[src/rtl/obuf_pkg.sv]
package obuf_pkg;

  // (base + off) mod m, used for pointer arithmetic
  function automatic int unsigned wrap_add(input int unsigned base,
                                           input int unsigned off,
                                           input int unsigned m);
    return (base + off) % m;
  endfunction

endpackage

[src/rtl/obuf_shift_conc.sv]
module obuf_shift_conc
  import obuf_pkg::*;
#(
  parameter int LANES  = 4,
  parameter int DATA_W = 8,
  localparam int IW    = (LANES > 1) ? $clog2(LANES) : 1,
  localparam int CW    = $clog2(LANES + 1)
) (
  input  logic [LANES-1:0]        lane_vld_i,
  input  logic [LANES*DATA_W-1:0] lane_data_i,
  input  logic [IW-1:0]           wr_ptr_i,
  input  logic [LANES-1:0]        bank_full_i,
  output logic [LANES-1:0]        bank_we_o,
  output logic [LANES*DATA_W-1:0] bank_wdata_o,
  output logic [CW-1:0]           arr_cnt_o,
  output logic [CW-1:0]           acc_cnt_o
);

  logic [LANES-1:0][DATA_W-1:0] comp_data;
  logic [LANES-1:0]             comp_vld;

  // pack valid lanes to positions 0..k-1, lane order kept
  always_comb begin
    int unsigned pos;
    pos       = 0;
    comp_data = '0;
    comp_vld  = '0;
    for (int j = 0; j < LANES; j++) begin
      if (lane_vld_i[j]) begin
        comp_data[pos] = lane_data_i[j*DATA_W +: DATA_W];
        comp_vld[pos]  = 1'b1;
        pos            = pos + 1;
      end
    end
    arr_cnt_o = CW'(pos);
  end

  // accept a prefix of the packed packets; stop at first full target
  always_comb begin
    int unsigned acc;
    logic        go;
    acc = 0;
    go  = 1'b1;
    for (int p = 0; p < LANES; p++) begin
      if (go && comp_vld[p] && !bank_full_i[wrap_add(int'(wr_ptr_i), p, LANES)])
        acc = acc + 1;
      else
        go = 1'b0;
    end
    acc_cnt_o = CW'(acc);
  end

  // rotate packed positions onto banks
  always_comb begin
    for (int b = 0; b < LANES; b++) begin
      int unsigned rel;
      rel = wrap_add(b, LANES - int'(wr_ptr_i), LANES);
      bank_we_o[b]                      = (rel < int'(acc_cnt_o));
      bank_wdata_o[b*DATA_W +: DATA_W]  = comp_data[rel];
    end
  end

endmodule

[src/rtl/obuf_bank.sv]
module obuf_bank #(
  parameter int DATA_W = 8,
  parameter int DEPTH  = 4,
  localparam int AW    = (DEPTH > 1) ? $clog2(DEPTH) : 1,
  localparam int NW    = $clog2(DEPTH + 1)
) (
  input  logic              clk_i,
  input  logic              rst_ni,
  input  logic              push_i,
  input  logic [DATA_W-1:0] wdata_i,
  input  logic              pop_i,
  output logic [DATA_W-1:0] rdata_o,
  output logic              full_o,
  output logic              empty_o
);

  logic [DATA_W-1:0] mem [DEPTH];
  logic [AW-1:0]     wr_idx, rd_idx;
  logic [NW-1:0]     cnt;

  function automatic logic [AW-1:0] nxt(input logic [AW-1:0] i);
    return (i == AW'(DEPTH - 1)) ? '0 : i + 1'b1;
  endfunction

  always_ff @(posedge clk_i) begin
    if (push_i) mem[wr_idx] <= wdata_i;
  end

  always_ff @(posedge clk_i or negedge rst_ni) begin
    if (!rst_ni) begin
      wr_idx <= '0;
      rd_idx <= '0;
      cnt    <= '0;
    end else begin
      if (push_i) wr_idx <= nxt(wr_idx);
      if (pop_i)  rd_idx <= nxt(rd_idx);
      case ({push_i, pop_i})
        2'b10:   cnt <= cnt + 1'b1;
        2'b01:   cnt <= cnt - 1'b1;
        default: cnt <= cnt;
      endcase
    end
  end

  assign rdata_o = mem[rd_idx];
  assign full_o  = (cnt == NW'(DEPTH));
  assign empty_o = (cnt == '0);

endmodule

[src/rtl/obuf_rr_multiq.sv]
module obuf_rr_multiq
  import obuf_pkg::*;
#(
  parameter int LANES      = 4,
  parameter int DATA_W     = 8,
  parameter int BANK_DEPTH = 4,
  parameter int DROP_W     = 16
) (
  input  logic                    clk_i,
  input  logic                    rst_ni,
  input  logic [LANES-1:0]        lane_vld_i,
  input  logic [LANES*DATA_W-1:0] lane_data_i,
  output logic                    out_vld_o,
  output logic [DATA_W-1:0]       out_data_o,
  output logic [LANES-1:0]        bank_full_o,
  output logic [LANES-1:0]        bank_empty_o,
  output logic [DROP_W-1:0]       drop_cnt_o
);

  localparam int IW = (LANES > 1) ? $clog2(LANES) : 1;
  localparam int CW = $clog2(LANES + 1);

  logic [IW-1:0]                wr_ptr, rd_ptr;
  logic [LANES-1:0]             bank_we, bank_pop;
  logic [LANES*DATA_W-1:0]      bank_wdata;
  logic [LANES-1:0][DATA_W-1:0] bank_rdata;
  logic [CW-1:0]                arr_cnt, acc_cnt;
  logic                         rd_ok;

  obuf_shift_conc #(.LANES(LANES), .DATA_W(DATA_W)) u_conc (
    .lane_vld_i  (lane_vld_i),
    .lane_data_i (lane_data_i),
    .wr_ptr_i    (wr_ptr),
    .bank_full_i (bank_full_o),
    .bank_we_o   (bank_we),
    .bank_wdata_o(bank_wdata),
    .arr_cnt_o   (arr_cnt),
    .acc_cnt_o   (acc_cnt)
  );

  for (genvar b = 0; b < LANES; b++) begin : g_bank
    assign bank_pop[b] = rd_ok && (rd_ptr == IW'(b));
    obuf_bank #(.DATA_W(DATA_W), .DEPTH(BANK_DEPTH)) u_bank (
      .clk_i  (clk_i),
      .rst_ni (rst_ni),
      .push_i (bank_we[b]),
      .wdata_i(bank_wdata[b*DATA_W +: DATA_W]),
      .pop_i  (bank_pop[b]),
      .rdata_o(bank_rdata[b]),
      .full_o (bank_full_o[b]),
      .empty_o(bank_empty_o[b])
    );
  end

  assign rd_ok = !bank_empty_o[rd_ptr];

  always_ff @(posedge clk_i or negedge rst_ni) begin
    if (!rst_ni) begin
      wr_ptr     <= '0;
      rd_ptr     <= '0;
      out_vld_o  <= 1'b0;
      out_data_o <= '0;
      drop_cnt_o <= '0;
    end else begin
      wr_ptr     <= IW'(wrap_add(int'(wr_ptr), int'(acc_cnt), LANES));
      drop_cnt_o <= drop_cnt_o + DROP_W'(arr_cnt - acc_cnt);
      out_vld_o  <= rd_ok;
      if (rd_ok) begin
        out_data_o <= bank_rdata[rd_ptr];
        rd_ptr     <= (rd_ptr == IW'(LANES - 1)) ? '0 : rd_ptr + 1'b1;
      end
    end
  end

endmodule

[config.mk]
export PLATFORM = sky130hd
export DESIGN_NAME = obuf_rr_multiq
export DESIGN_NICKNAME = d
export VERILOG_FILES = /design/src/rtl/obuf_pkg.sv /design/src/rtl/obuf_shift_conc.sv /design/src/rtl/obuf_bank.sv /design/src/rtl/obuf_rr_multiq.sv
export SDC_FILE = /design/constraint.sdc
export NUM_CORES = 1
export LEC_CHECK = 0
export BUFFER_PORTS_ARGS = -buffer_cell sky130_fd_sc_hd__buf_2
export CORE_MARGIN = 1
export CORE_UTILIZATION = 65
export DETAILED_ROUTE_END_ITERATION = 12
export PLACE_DENSITY = 0.84
export SLEW_MARGIN = 20
export SYNTH_ARGS = -nofsm -noshare
export SYNTH_HDL_FRONTEND = slang
export SYNTH_SLANG_ARGS = --single-unit
[constraint.sdc]
create_clock -name clk_i -period 12.55 [get_ports clk_i]
set_clock_uncertainty 0.1 [all_clocks]
set_input_delay 1.8825 -clock clk_i [delete_from_list [all_inputs] [get_ports clk_i]]
set_output_delay 1.8825 -clock clk_i [all_outputs]
set_load 0.01 [all_outputs]
==> impl_metrics.toml <==
[setup_path]
endpoint_kind = "flop"
crit_type = "primary input to flop"
cp.arrival_ns = 9.08
reg2reg_depth = 20
crit_path_start_kind = "primary input"
path_max_fanout = 24
worstPathRequired_ns = 12.76

[yosys]
ys_seq_area_share_pct = 51.3
ys_top_cells_by_count = "128 x edfxtp_1, 65 x ha_1, 61 x nand2_1"
synthAdderAreaFrac_pct = 9.27
synth.area.mux_share_pct = 15.6
ys_async_sr_fraction_pct = 30.8
ys.warnings.count = 0
syn_avg_cell_area_sq_um = 12.8
synth_top_family_by_area = "multiplexers"
syn_inst = 804
synth_edf_count = 128
syn_nets = 914
syn_area_sq_mm = 0.0103
synth.top_cell.area_share_pct = 37.4
synth-xor-area-share_pct = 2.82
synth_area_leader_cell = "edfxtp_1"
yosysMostFrequentCell = "edfxtp_1"
synth_compound_area_share_pct = 8.83
synthSimpleGateAreaFrac_pct = 8.30
yosys_most_used_dff = "edfxtp_1"
yosysUniqueCellTypes = 55
synth_area_leaders = "edfxtp_1 37%, dfrtp_1 14%, mux4_2 9.6%, ha_1 7.9%, mux2i_1 2.8%"
ys_ff_latch = 185

[floorplan]
die_h_um = 128
die_w_um = 128
dieArea_sq_mm = 0.0163
fp-row-count = 45
start_util_pct = 67.1
io_pins = 71
core_area_sq_mm = 0.0153

[worst_hold_path]
min_path_cells = 2
hold_path_class = "flop to flop"

[clock_network]
cts_sinks = 185
hold_buffers = 0
cts_tree = "done"
cts_buffers = 17
clock_path_buffers = 2
clock-root-buffer = "clkbuf_16"
clkTransAtPathRegs_ns = 0.07
htree_levels = 4
post_cts_buffers = 0
clk_latency_ns = 0.42
cts-resized-gates = 0

[grt]
grt_pass1_vias = 6918
grt_usage_pct = 31.4
grt_use_met3_pct = 6.43
grtUsageMet1_pct = 40.9
grt.overflow.total = 0
grt_max_degree = 58
antenna_found_initial = 0
grt_use_met2_pct = 51.7
grt_pass1_wl_um = 37800
grt.busiest_layer = "met2"

[placed_design]
place_ws_ns = 3.38
port_buffers = 70
routabilityCongestion = 0.863
hpwl_um = 16700

[timing]
fmax_mhz = 113
min_period_over_period_pct = 70.7
setup_viol = 0
period_needed_ns = 8.87
setup_tns_ns = 0
finalMaxSlewViolations = 0
timing_hold_violations_final = 0
worstMarginPinSlew_ns = 1.11
layout_setup_ws_ns = 3.68
slew-limit-headroom_pct = 25.7
hold_ws_ns = 0.364
rsz0062_at_grt = "no"

[final_layout]
drive_gt1_share_pct = 20.8
utilization_pct = 74.3
nets = 962
n_antenna_cell = 0
synthToLayoutAreaGrowth_pct = 10.7

[flow_run]
cap_violations = 0

[routing]
routedWlPerCell_um = 22.0
viasPerCell = 6.32
ant_nets = 0
vias = 6805
drt_pass1_iterations = 5
drc = 0
routed_wirelength_um = 23700
drt_iter0_drc = 767

[outcome]
status = "finished, final reports clean"
-- state kept, by name, summed over array words and instances, names as in the netlist --
signal and count:
g_bank.u_bank.mem 128, drop_cnt_o 16, g_bank.u_bank.cnt 12, g_bank.u_bank.rd_idx 8, g_bank.u_bank.wr_idx 8, out_data_o 8, rd_ptr 2, wr_ptr 2
out_vld_o 1
-- metal layers --
metal	routed length (um)	part of all wire, %	up-vias
met5	0	0	-
met4	875	3.7	0
met3	1660	7.0	61
met2	11600	49	326
met1	9540	40	3353
li1	-	-	3065
-- cell families after synthesis --
kind of cell	after synthesis
AO/OA/AOI/OAI	135
XOR/XNOR	31
adder cells (fa/ha/maj)	72
buffers and inverters	97
flip-flops	185
multiplexers	102
AND/OR/NAND/NOR	182
-- cell usage in the layout, fill, tap and decap left out, types with 3 or more instances in the layout --
cell,Yosys,routed
or3b_1,4,4
mux2i_1,29,29
edfxtp_1,128,128
a21oi_4,3,3
xor2_1,16,15
a222oi_1,8,8
inv_1,52,52
mux2_2,22,22
buf_2,4,70
nand2_1,61,61
o21a_1,6,6
inv_6,0,3
and2_1,9,9
mux4_2,44,44
nor2b_1,14,14
o21ai_0,35,35
nor2_1,48,48
and3_1,18,18
xnor2_1,14,14
a21o_1,7,7
ha_1,65,65
clkinv_1,1,3
nand3_1,3,3
a211oi_1,5,5
bufinv_16,0,5
fa_1,7,7
a221o_1,8,8
dfrtp_1,57,57
clkbuf_16,0,17
a21oi_1,46,46
nor3_1,20,20
mux2_1,7,7
-- stage by stage --
| step | instance area (sq um) | std cells |
|---|---|---|
| after CTS | 11400 | 1076 |
| final | 11400 | 1076 |
| after global placement | 10700 | 1044 |
| after global routing | 11400 | 1076 |
| after detailed placement | 10700 | 1044 |
| after floorplan | 10300 | 804 |
-- cell type report --
class / count / area [sq um]
clock inverters: 15 / 221
multi-input cells: 522 / 4630
flip-flops and latches: 185 / 5270
repair buffers: 72 / 365
inverters: 54 / 203
well taps: 211 / 264
clock buffers: 17 / 425
fillers: 974 / 3930
-- path summary, 6_finish.rpt --
check,from,to,slack (ns)
min in group asynchronous,rst_ni,g_bank[3].u_bank.wr_idx[1],1.50
max,lane_vld_i[2],drop_cnt_o[14],3.68
min reg2reg,out_data_o[0],out_data_o[0],0.36
min,out_data_o[0],out_data_o[0],0.36
max reg2reg,wr_ptr[0],drop_cnt_o[14],4.38
max in group asynchronous,rst_ni,drop_cnt_o[12],10.32
-- worst max-delay path, stage by stage --
cell	delay, ns
buf_2	0.29
inv_1	0.12
fa_1	0.52
inv_1	0.12
ha_1	0.16
and3_1	0.34
nor2_1	0.10
nor3_1	0.23
ha_1	0.24
and2_1	0.42
xor2_1	0.20
ha_1	0.25
a31o_2	0.21
o31ai_2	0.50
ha_1	0.34
a21o_1	0.16
a21oi_1	0.87
ha_1	0.43
o21ai_0	0.17
nor2_1	0.09
o41a_1	0.34
a311oi_1	0.55
a21oi_1	0.21
o311ai_0	0.33
Power is left out: the tool's default activity adds up to more than one toggle a clock period on the data nets, which glitch-free logic cannot reach.
